===== src/rtl/psat_pkg.sv =====
package psat_pkg;

   typedef enum logic {
      PSAT_ADD = 1'b0,
      PSAT_SUB = 1'b1
   } psat_op_e;

   typedef enum logic {
      PSAT_BYTE = 1'b0,
      PSAT_HALF = 1'b1
   } psat_size_e;

endpackage


===== src/rtl/psat_seg_adder.sv =====
module psat_seg_adder #(
   parameter int SEG_W = 8
) (
   input  logic [SEG_W-1:0] seg_a,
   input  logic [SEG_W-1:0] seg_b,
   input  logic             invert_b,
   input  logic             carry_in,
   output logic [SEG_W-1:0] seg_sum,
   output logic             carry_out
);
   logic [SEG_W-1:0] b_eff;
   logic [SEG_W:0]   wide_sum;

   always_comb begin
      b_eff    = invert_b ? ~seg_b : seg_b;
      wide_sum = {1'b0, seg_a} + {1'b0, b_eff} + {{SEG_W{1'b0}}, carry_in};
   end

   assign seg_sum   = wide_sum[SEG_W-1:0];
   assign carry_out = wide_sum[SEG_W];
endmodule


===== src/rtl/psat_carry_chain.sv =====
module psat_carry_chain
   import psat_pkg::*;
#(
   parameter int DATA_W    = 32,
   parameter int SEG_W     = 8,
   parameter int HALF_SEGS = 2,
   localparam int NUM_SEG  = DATA_W / SEG_W
) (
   input  psat_op_e            op,
   input  psat_size_e          size,
   input  logic [DATA_W-1:0]   a,
   input  logic [DATA_W-1:0]   b,
   output logic [DATA_W-1:0]   raw_sum,
   output logic [NUM_SEG-1:0]  lane_carry
);
   logic [NUM_SEG-1:0] seg_cin;
   logic [NUM_SEG-1:0] seg_cout;
   logic               is_sub;
   logic               is_half;

   assign is_sub  = (op == PSAT_SUB);
   assign is_half = (size == PSAT_HALF);

   for (genvar s = 0; s < NUM_SEG; s++) begin : g_seg
      localparam bit WIDE_START = (s % HALF_SEGS) == 0;
      localparam int WIDE_TOP   = (s / HALF_SEGS) * HALF_SEGS + HALF_SEGS - 1;

      if (s == 0) begin : g_first
         assign seg_cin[s] = is_sub;
      end else if (WIDE_START) begin : g_cut
         assign seg_cin[s] = is_sub;
      end else begin : g_link
         // a narrow lane always starts here; a wide lane passes the carry on
         assign seg_cin[s] = is_half ? seg_cout[s-1] : is_sub;
      end

      psat_seg_adder #(.SEG_W(SEG_W)) u_add (
         .seg_a     (a[s*SEG_W +: SEG_W]),
         .seg_b     (b[s*SEG_W +: SEG_W]),
         .invert_b  (is_sub),
         .carry_in  (seg_cin[s]),
         .seg_sum   (raw_sum[s*SEG_W +: SEG_W]),
         .carry_out (seg_cout[s])
      );

      assign lane_carry[s] = is_half ? seg_cout[WIDE_TOP] : seg_cout[s];
   end
endmodule


===== src/rtl/psat_saturate.sv =====
module psat_saturate
   import psat_pkg::*;
#(
   parameter int DATA_W   = 32,
   parameter int SEG_W    = 8,
   localparam int NUM_SEG = DATA_W / SEG_W
) (
   input  psat_op_e            op,
   input  logic [DATA_W-1:0]   raw_sum,
   input  logic [NUM_SEG-1:0]  lane_carry,
   output logic [DATA_W-1:0]   clamped
);
   for (genvar s = 0; s < NUM_SEG; s++) begin : g_clamp
      logic ovf;
      logic unf;
      always_comb begin
         ovf = (op == PSAT_ADD) &  lane_carry[s];
         unf = (op == PSAT_SUB) & ~lane_carry[s];
         if (ovf)
            clamped[s*SEG_W +: SEG_W] = {SEG_W{1'b1}};
         else if (unf)
            clamped[s*SEG_W +: SEG_W] = '0;
         else
            clamped[s*SEG_W +: SEG_W] = raw_sum[s*SEG_W +: SEG_W];
      end
   end
endmodule


===== src/rtl/psat_simd_unit.sv =====
module psat_simd_unit
   import psat_pkg::*;
#(
   parameter int DATA_W    = 32,
   parameter int SEG_W     = 8,
   parameter int HALF_SEGS = 2
) (
   input  logic              clk,
   input  logic              rst,
   input  logic              in_valid,
   input  logic              op_sub,
   input  logic              size_half,
   input  logic [DATA_W-1:0] opnd_a,
   input  logic [DATA_W-1:0] opnd_b,
   output logic [DATA_W-1:0] res_q,
   output logic              res_valid
);
   localparam int NUM_SEG = DATA_W / SEG_W;
   localparam int WIDE_W  = SEG_W * HALF_SEGS;
   localparam int NUM_WIDE = DATA_W / WIDE_W;

   if (SEG_W < 1 || DATA_W % SEG_W != 0) begin : g_bad_seg
      $error("DATA_W must be a positive multiple of SEG_W");
   end
   if (HALF_SEGS < 1 || NUM_SEG % HALF_SEGS != 0) begin : g_bad_wide
      $error("slice count must be a multiple of HALF_SEGS");
   end

   psat_op_e            op_e;
   psat_size_e          size_e;
   logic [DATA_W-1:0]   raw_sum;
   logic [NUM_SEG-1:0]  lane_carry;
   logic [DATA_W-1:0]   lane_res;

   assign op_e   = psat_op_e'(op_sub);
   assign size_e = psat_size_e'(size_half);

   psat_carry_chain #(
      .DATA_W(DATA_W), .SEG_W(SEG_W), .HALF_SEGS(HALF_SEGS)
   ) u_chain (
      .op(op_e), .size(size_e), .a(opnd_a), .b(opnd_b),
      .raw_sum(raw_sum), .lane_carry(lane_carry)
   );

   psat_saturate #(.DATA_W(DATA_W), .SEG_W(SEG_W)) u_sat (
      .op(op_e), .raw_sum(raw_sum), .lane_carry(lane_carry), .clamped(lane_res)
   );

   always_ff @(posedge clk) begin
      if (rst) begin
         res_q     <= '0;
         res_valid <= 1'b0;
      end else begin
         res_valid <= in_valid;
         if (in_valid) res_q <= lane_res;
      end
   end


   valid_follow_chk: assert property (@(posedge clk) disable iff (rst)
      in_valid |=> res_valid);

   valid_drop_chk: assert property (@(posedge clk) disable iff (rst)
      !in_valid |=> !res_valid);

   sub_equal_zero_chk: assert property (@(posedge clk) disable iff (rst)
      (in_valid && op_sub && opnd_a == opnd_b) |=> res_q == '0);

   for (genvar s = 0; s < NUM_SEG; s++) begin : g_seg_chk

      add_nodecr_chk: assert property (@(posedge clk) disable iff (rst)
         $past(!rst && in_valid && !op_sub && !size_half) |->
            (res_q[s*SEG_W +: SEG_W] >= $past(opnd_a[s*SEG_W +: SEG_W]) &&
             res_q[s*SEG_W +: SEG_W] >= $past(opnd_b[s*SEG_W +: SEG_W])));

      sub_noincr_chk: assert property (@(posedge clk) disable iff (rst)
         $past(!rst && in_valid && op_sub && !size_half) |->
            res_q[s*SEG_W +: SEG_W] <= $past(opnd_a[s*SEG_W +: SEG_W]));
   end

   for (genvar w = 0; w < NUM_WIDE; w++) begin : g_wide_chk

      wide_add_nodecr_chk: assert property (@(posedge clk) disable iff (rst)
         $past(!rst && in_valid && !op_sub && size_half) |->
            res_q[w*WIDE_W +: WIDE_W] >= $past(opnd_a[w*WIDE_W +: WIDE_W]));
   end
endmodule


===== config.mk =====
export PLATFORM = sky130hd
export DESIGN_NAME = psat_simd_unit
export DESIGN_NICKNAME = d
export VERILOG_FILES = /design/src/rtl/psat_pkg.sv /design/src/rtl/psat_seg_adder.sv /design/src/rtl/psat_carry_chain.sv /design/src/rtl/psat_saturate.sv /design/src/rtl/psat_simd_unit.sv
export SDC_FILE = /design/constraint.sdc
export NUM_CORES = 1
export LEC_CHECK = 0
export BUFFER_PORTS_ARGS = -buffer_cell sky130_fd_sc_hd__buf_2
export CORE_MARGIN = 8
export CORE_UTILIZATION = 37
export CTS_CLUSTER_SIZE = 8
export DETAILED_ROUTE_END_ITERATION = 16
export PLACE_DENSITY_LB_ADDON = 0.15
export SLEW_MARGIN = 10
export SYNTH_ARGS = -nofsm -noshare
export SYNTH_HDL_FRONTEND = slang
export SYNTH_SLANG_ARGS = --single-unit

===== constraint.sdc =====
create_clock -name clk -period 9.4 [get_ports clk]
set_input_delay 0 -clock clk [delete_from_list [all_inputs] [get_ports clk]]
set_output_delay 0 -clock clk [all_outputs]
set_load 0.02 [all_outputs]

=== Yosys cells after proc, flatten, opt, wreduce, memory -nomap -nowiden ===
Index checks and enable logic that the tools add are counted.

* Bits in registers: 33
* Bits in latches: 0
* Memory bits (writable): 0
* ROM bits: 0
* Bits of input ports: 69
* Output and inout port bits: 33
* Word-level logic and storage cells: 43
* Memories kept: 0

* $add $sub $neg: 8
* Multiply operators: 0
* Divide/modulo/power cells: 0
* Order comparisons: 0
* Equal/unequal tests: 0
* Shifts and indexed selects: 0
* Mux-type cells: 16
* Bitwise gates (word level): 17
* Reduce and logical (&&, ||, !) cells: 0

{| class="wikitable"
|+ Operators with widths
! kind !! number
|-
| 8-bit 2-to-1 mux || 12
|-
| 8-bit by 8-bit adder with 9-bit output || 4
|-
| 9-bit by 1-bit adder with 9-bit output || 4
|-
| 8-bit NOT || 4
|-
| 1-bit bitwise AND || 8
|-
| 1-bit NOT || 5
|-
| 1-bit 2-to-1 mux || 4
|}

=== Depth between registers and ports, before layout ===
* Depth in word-level cells: 11
* Gate-level depth with buffers: 20
* Gate-level depth less buffers: 16

=== By module ===
A second synthesis with hierarchy kept.

* Cells, all modules: 364
* Area total of the unflattened synthesis: 3338.2 sq um

{| class="wikitable"
|+ Modules (own cells, without submodules)
! module !! times used !! cells an instance !! area an instance (sq um) !! seq. area each (sq um)
|-
| psat_seg_adder at u_chain.g_seg[0].u_add ... || 3 || 53 || 417.9 || 0.0
|-
| psat_simd_unit || 1 || 106 || 1202.4 || 660.6
|-
| psat_saturate || 1 || 40 || 415.4 || 0.0
|-
| psat_seg_adder at u_chain.g_seg[3].u_add || 1 || 53 || 406.6 || 0.0
|-
| psat_carry_chain || 1 || 6 || 60.1 || 0.0
|}

=== Least setup slack after synthesis ===
No wires, ideal clock.

* Path kind: input-to-reg
* Start: in op_sub
* End: reg res_q[19]
* Library setup time: 0.132 ns
* Arrival: 4.047 ns
* Data required time: 9.268 ns
* Path slack: 5.221 ns
* Stages on the path: 19
* Path buffers: 3
* Cells stage by stage: buf_6 clkbuf_1 buf_2 xor2_1 fa_1 a21o_1 a21o_1 a211oi_1 nor2_1 nor2_1 a21oi_1 fa_1 fa_1 a21oi_1 nor2_1 o41ai_1 nand3_1 a311oi_1 nor3_1

* Cells in the longest elaborated chain, start to end: 10

{| class="wikitable"
|+ Ends and longest elaborated chain
! element !! line !! RTL
|-
| from (decl) || psat_simd_unit.sv:11 || <nowiki>input logic op_sub,</nowiki>
|-
| 8-bit 2-to-1 mux || psat_seg_adder.sv:15 || <nowiki>b_eff = invert_b ? ~seg_b : seg_b;</nowiki>
|-
| 8-bit by 8-bit adder with 9-bit output || psat_seg_adder.sv:16 || <nowiki>wide_sum = {1'b0, seg_a} + {1'b0, b_eff} + {{SEG_W{1'b0}}, carry_in};</nowiki>
|-
| 9-bit by 1-bit adder with 9-bit output || psat_seg_adder.sv:16 ||
|-
| 1-bit 2-to-1 mux || psat_carry_chain.sv:34 || <nowiki>assign seg_cin[s] = is_half ? seg_cout[s-1] : is_sub;</nowiki>
|-
| 9-bit by 1-bit adder with 9-bit output || psat_seg_adder.sv:16 ||
|-
| 1-bit 2-to-1 mux || psat_carry_chain.sv:46 || <nowiki>assign lane_carry[s] = is_half ? seg_cout[WIDE_TOP] : seg_cout[s];</nowiki>
|-
| 1-bit NOT || psat_saturate.sv:18 || <nowiki>unf = (op == PSAT_SUB) & ~lane_carry[s];</nowiki>
|-
| 1-bit bitwise AND || psat_saturate.sv:18 ||
|-
| 8-bit 2-to-1 mux || psat_saturate.sv:21 || <nowiki>else if (unf)</nowiki>
|-
| 8-bit 2-to-1 mux * || psat_saturate.sv:19 || <nowiki>if (ovf)</nowiki>
|-
| to (signal assigned) || psat_simd_unit.sv:55 || <nowiki>if (in_valid) res_q <= lane_res;</nowiki>
|-
| to (decl) || psat_simd_unit.sv:15 || <nowiki>output logic [DATA_W-1:0] res_q,</nowiki>
|}

Mark *: on every way between the ends. The rest lies on a longest branch, timed or not.
A chain may end at the register's enable or synchronous reset.

=== Worst setup path in the final report ===
Same ends and word-level chain as after synthesis.

==> key figures <==
Yosys
  – Mapped Area: 3090 um^2
  – Post-Syn Area per Cell: 8.37 um^2
  – Ys async rst share: 0
  – Post-Synthesis Cells: between 300 and 400
  – Yosys Warn Count: 0
  – Largest cells by area after synthesis: dfxtp_1 21%, ha_1 11%, xor2_1 11%
  – Post-synth EDFFs: 0
  – Post-synth top area share: 0.214
  – Unique masters post-synth: between 50 and 60
  – Post-synth top cells: 39 x nor2_1, 38 x xor2_1, 33 x dfxtp_1, 28 x ha_1, 23 x nand2_1
  – Post-synthesis sequential area ratio: 0.214
  – Post-synth top flop: dfxtp_1
  – Seq cells post-synth: 33
  – Post-Syn Nets: 472
  – Top cell type by total area after synthesis: dfxtp_1
  – Top-count cell post-synth: nor2_1

Timing
  – Fmax: around 220 MHz
  – Final setup viols: 0
  – Slew headroom: 0.460
  – Setup TNS: 0 ps
  – Setup slack after layout: approximately 4900 ps
  – Slew Limit Fails: 0
  – Clk_skew: 0 ps
  – Minimum clock period: ~4500 ps
  – RSZ-0062 raised after global routing: no
  – Slew @ Worst Pin: 811 ps
  – Period utilization: 0.475
  – Final Hold Violating Endpoints: 0

Placed design
  – Post-DP HPWL: ~6500 um
  – IO buf count: between 100 and 150
  – Placement Cell Area: between 3000 and 4000 um^2
  – Final RePlAce weighted congestion: just over 0.8
  – DP Worst Slack: around 4600 ps

Critical path
  – CP Cell Sequence: buf_2, buf_4, xor2_1, fa_1, a21o_1, a21o_1, a211oi_1, nor2_1, nor2_1, a21oi_1, fa_1, fa_1, a21oi_1, nor2_1, o41ai_1, nand3_1, a311oi_1, nor3_1
  – Worst setup SP type: input port
  – Worst R2R Path Depth: 3
  – Crit path arrival time: about 4600 ps
  – Worst path required time: ~9600 ps
  – Worst R2R Setup Slack: 8620 ps
  – Worst path max stage delay: roughly 630 ps
  – Crit Path Max Fanout: between 60 and 70
  – Origin of the critical flop-to-flop path: res_q[21]$_SDFFE_PP0P_
  – Cell family with most CP delay: compound AO/OA/AOI/OAI gates
  – Critical path buffers and inverters: 2
  – Worst path slowest cell: buf_4
  – Critical path class: in -> reg
  – CP endpoint kind: flop
  – Reg2reg end: res_q[21]$_SDFFE_PP0P_

Pwr
  – Combinational share of power: 0.458
  – Design Power: around 570 uW
  – Clock share of power: 0.253
  – Cell internal pwr: 357 uW
  – PwrDens: around 150 nW/um^2
  – Sw frac: 0.377
  – Sequential power share: 0.289
  – Worst vdd ir: 0.0699 mV
  – Switch Pwr: 216 uW
  – Leak pwr: 1.73 nW

Floorplanning
  – Core region area: just over 8000 um^2
  – Die ar.: roughly 12000 um^2
  – DIE WIDTH: 107 um
  – Die H: ~110 um
  – I/O Pins: 102
  – Row cnt: 33
  – Effective utilization at floorplan: 0.379

Routing
  – Routed wire length: around 8300 um
  – Avg WL per Cell: around 15 um
  – DRC violations left: 0
  – Via-per-instance ratio: ~5.1
  – Iter 0 DRT Violations: 98
  – Vias after detailed routing: approximately 2900
  – Antenna Violating Nets Remaining: 0
  – Pre-antenna DRT Iters: 4

Final layout
  – Post-route cell area: about 3800 um^2
  – # nets final: roughly 560
  – Area Overhead vs Synth: 22.0%
  – Share of cells above drive strength 1: 0.265
  – Area of the multi-input gates: approximately 2300 um^2
  – Final-layout fill cell count: 848
  – Ant diodes: 0
  – Core Util, Final: 0.463
  – FF/Latch Area: ~660 um^2

Clocking
  – CTS tree: done
  – Clock insertion delay at the later pin of the skew report: a little under 300 ps
  – H-tree Lvls: 2
  – Clock sink total: 33
  – Clock buffer depth: 2
  – Cts repair resizes: 0
  – Setup bufs post-CTS: 0
  – # hold bufs at CTS: 0
  – Cts bufs inserted: 5
  – Clock Tree Root: clkbuf_8
  – Clock-pin slew of the registers on the worst-case setup and hold paths: 80 ps

Min path
  – Min-delay src: opnd_a[0]
  – WHS Path Cells: 4
  – Kind of path behind the tightest hold check: in -> reg
  – Hold Crit Endpoint: res_q[0]$_SDFFE_PP0P_

Global routing
  – Total grt overflow: 0
  – Vias in the first global route: 2937
  – All-Layer GR Usage: 0.141
  – Global-route wire length before repair: about 13000 um
  – Largest net degree at the start of global routing: 63
  – Initial antenna violation count: 0

Status
  – Status: completed

Run
  – Max-cap violations: 0
[through the flow]
stage | instances | hold slack [ps]
floorplan | 369 | 223
global route | 565 | 127
detailed placement | 557 | 363
global placement | 557 | 355
finish | 565 | 52.1
CTS | 565 | 43.5
[cell type report]
type | instances | area share
multi-input cells | 302 | 0.607
flip-flops and latches | 33 | 0.175
repair buffers | 102 | 0.136
well taps | 105 | 0.0349
clock buffers | 6 | 0.0219
inverters | 15 | 0.0150
clock inverters | 2 | 0.00997
[worst max path at each step]
stage	start	to	slack [ps]	cells past startpoint
finish	op_sub	res_q[19]$_SDFFE_PP0P_	4930	18
global route	op_sub	res_q[19]$_SDFFE_PP0P_	4440	18
CTS	op_sub	res_q[19]$_SDFFE_PP0P_	4910	18
detailed placement	op_sub	res_q[19]$_SDFFE_PP0P_	4620	18
global placement	op_sub	res_q[19]$_SDFFE_PP0P_	4600	18
floorplan	op_sub	res_q[19]$_SDFFE_PP0P_	5220	19
[state kept, by name (all words and copies together) (netlist names)]
| name | cells |
|---|---|
| res_q | 32 |
| res_valid | 1 |
[logic make-up (layout without fill, tap and decap cells)]
kind of cell	count (synthesis)	after routing	share of synthesized area
mux	2	2	0.00730
fa+ha+maj	48	48	0.199
buf+inv	34	125	0.0458
simple gates	98	98	0.143
flops	33	33	0.214
compound gates	104	104	0.249
xor+xnor	50	50	0.142
[power groups by stage]
stage,logic [mW],clock network [mW],registers (mW)
3_3_place_gp,0.262,0,0.169
5_1_grt,0.294,0.155,0.168
4_1_cts,0.266,0.149,0.166
2_1_floorplan,0.178,0,0.188
3_5_place_dp,0.265,0,0.169
6_report,0.263,0.145,0.165
[placed cells by master, fill, tap and decap left out, types with 2 or more instances in the layout]
cell type,instances
and2_1,3
dfxtp_1,33
nand2_1,23
a311oi_1,2
o21a_1,2
o41ai_2,2
nand3_1,7
maj3_2,2
maj3_1,12
o21ai_0,16
nor3_1,10
a211oi_1,17
a2111o_1,2
xor2_1,38
nor2_1,39
o211ai_1,7
nand2b_1,2
a21oi_1,17
xnor2_1,12
mux2_2,2
o41ai_1,2
a31oi_1,7
buf_2,101
nor4_1,2
a21o_1,11
o2111ai_1,2
ha_1,28
o21bai_1,2
o21ai_1,2
nor2b_1,4
inv_1,15
fa_1,6
clkbuf_8,6
[worst min-delay path, stage by stage]
cell,delay [ps]
buf_2,100
xor2_1,60
nor2_1,70
o21ai_0,70
[per-layer routing]
| layer | vias to the layer above | track usage | wire length [um] |
|---|---|---|---|
| met3 | 7 | 0.0377 | 468 |
| met4 | 0 | 0.0327 | 82 |
| met1 | 1293 | 0.168 | 3880 |
| met5 | - | 0 | 0 |
| li1 | 1512 | - | - |
| met2 | 63 | 0.245 | 3900 |
Note: power is estimated with default switching activity, not from simulation.
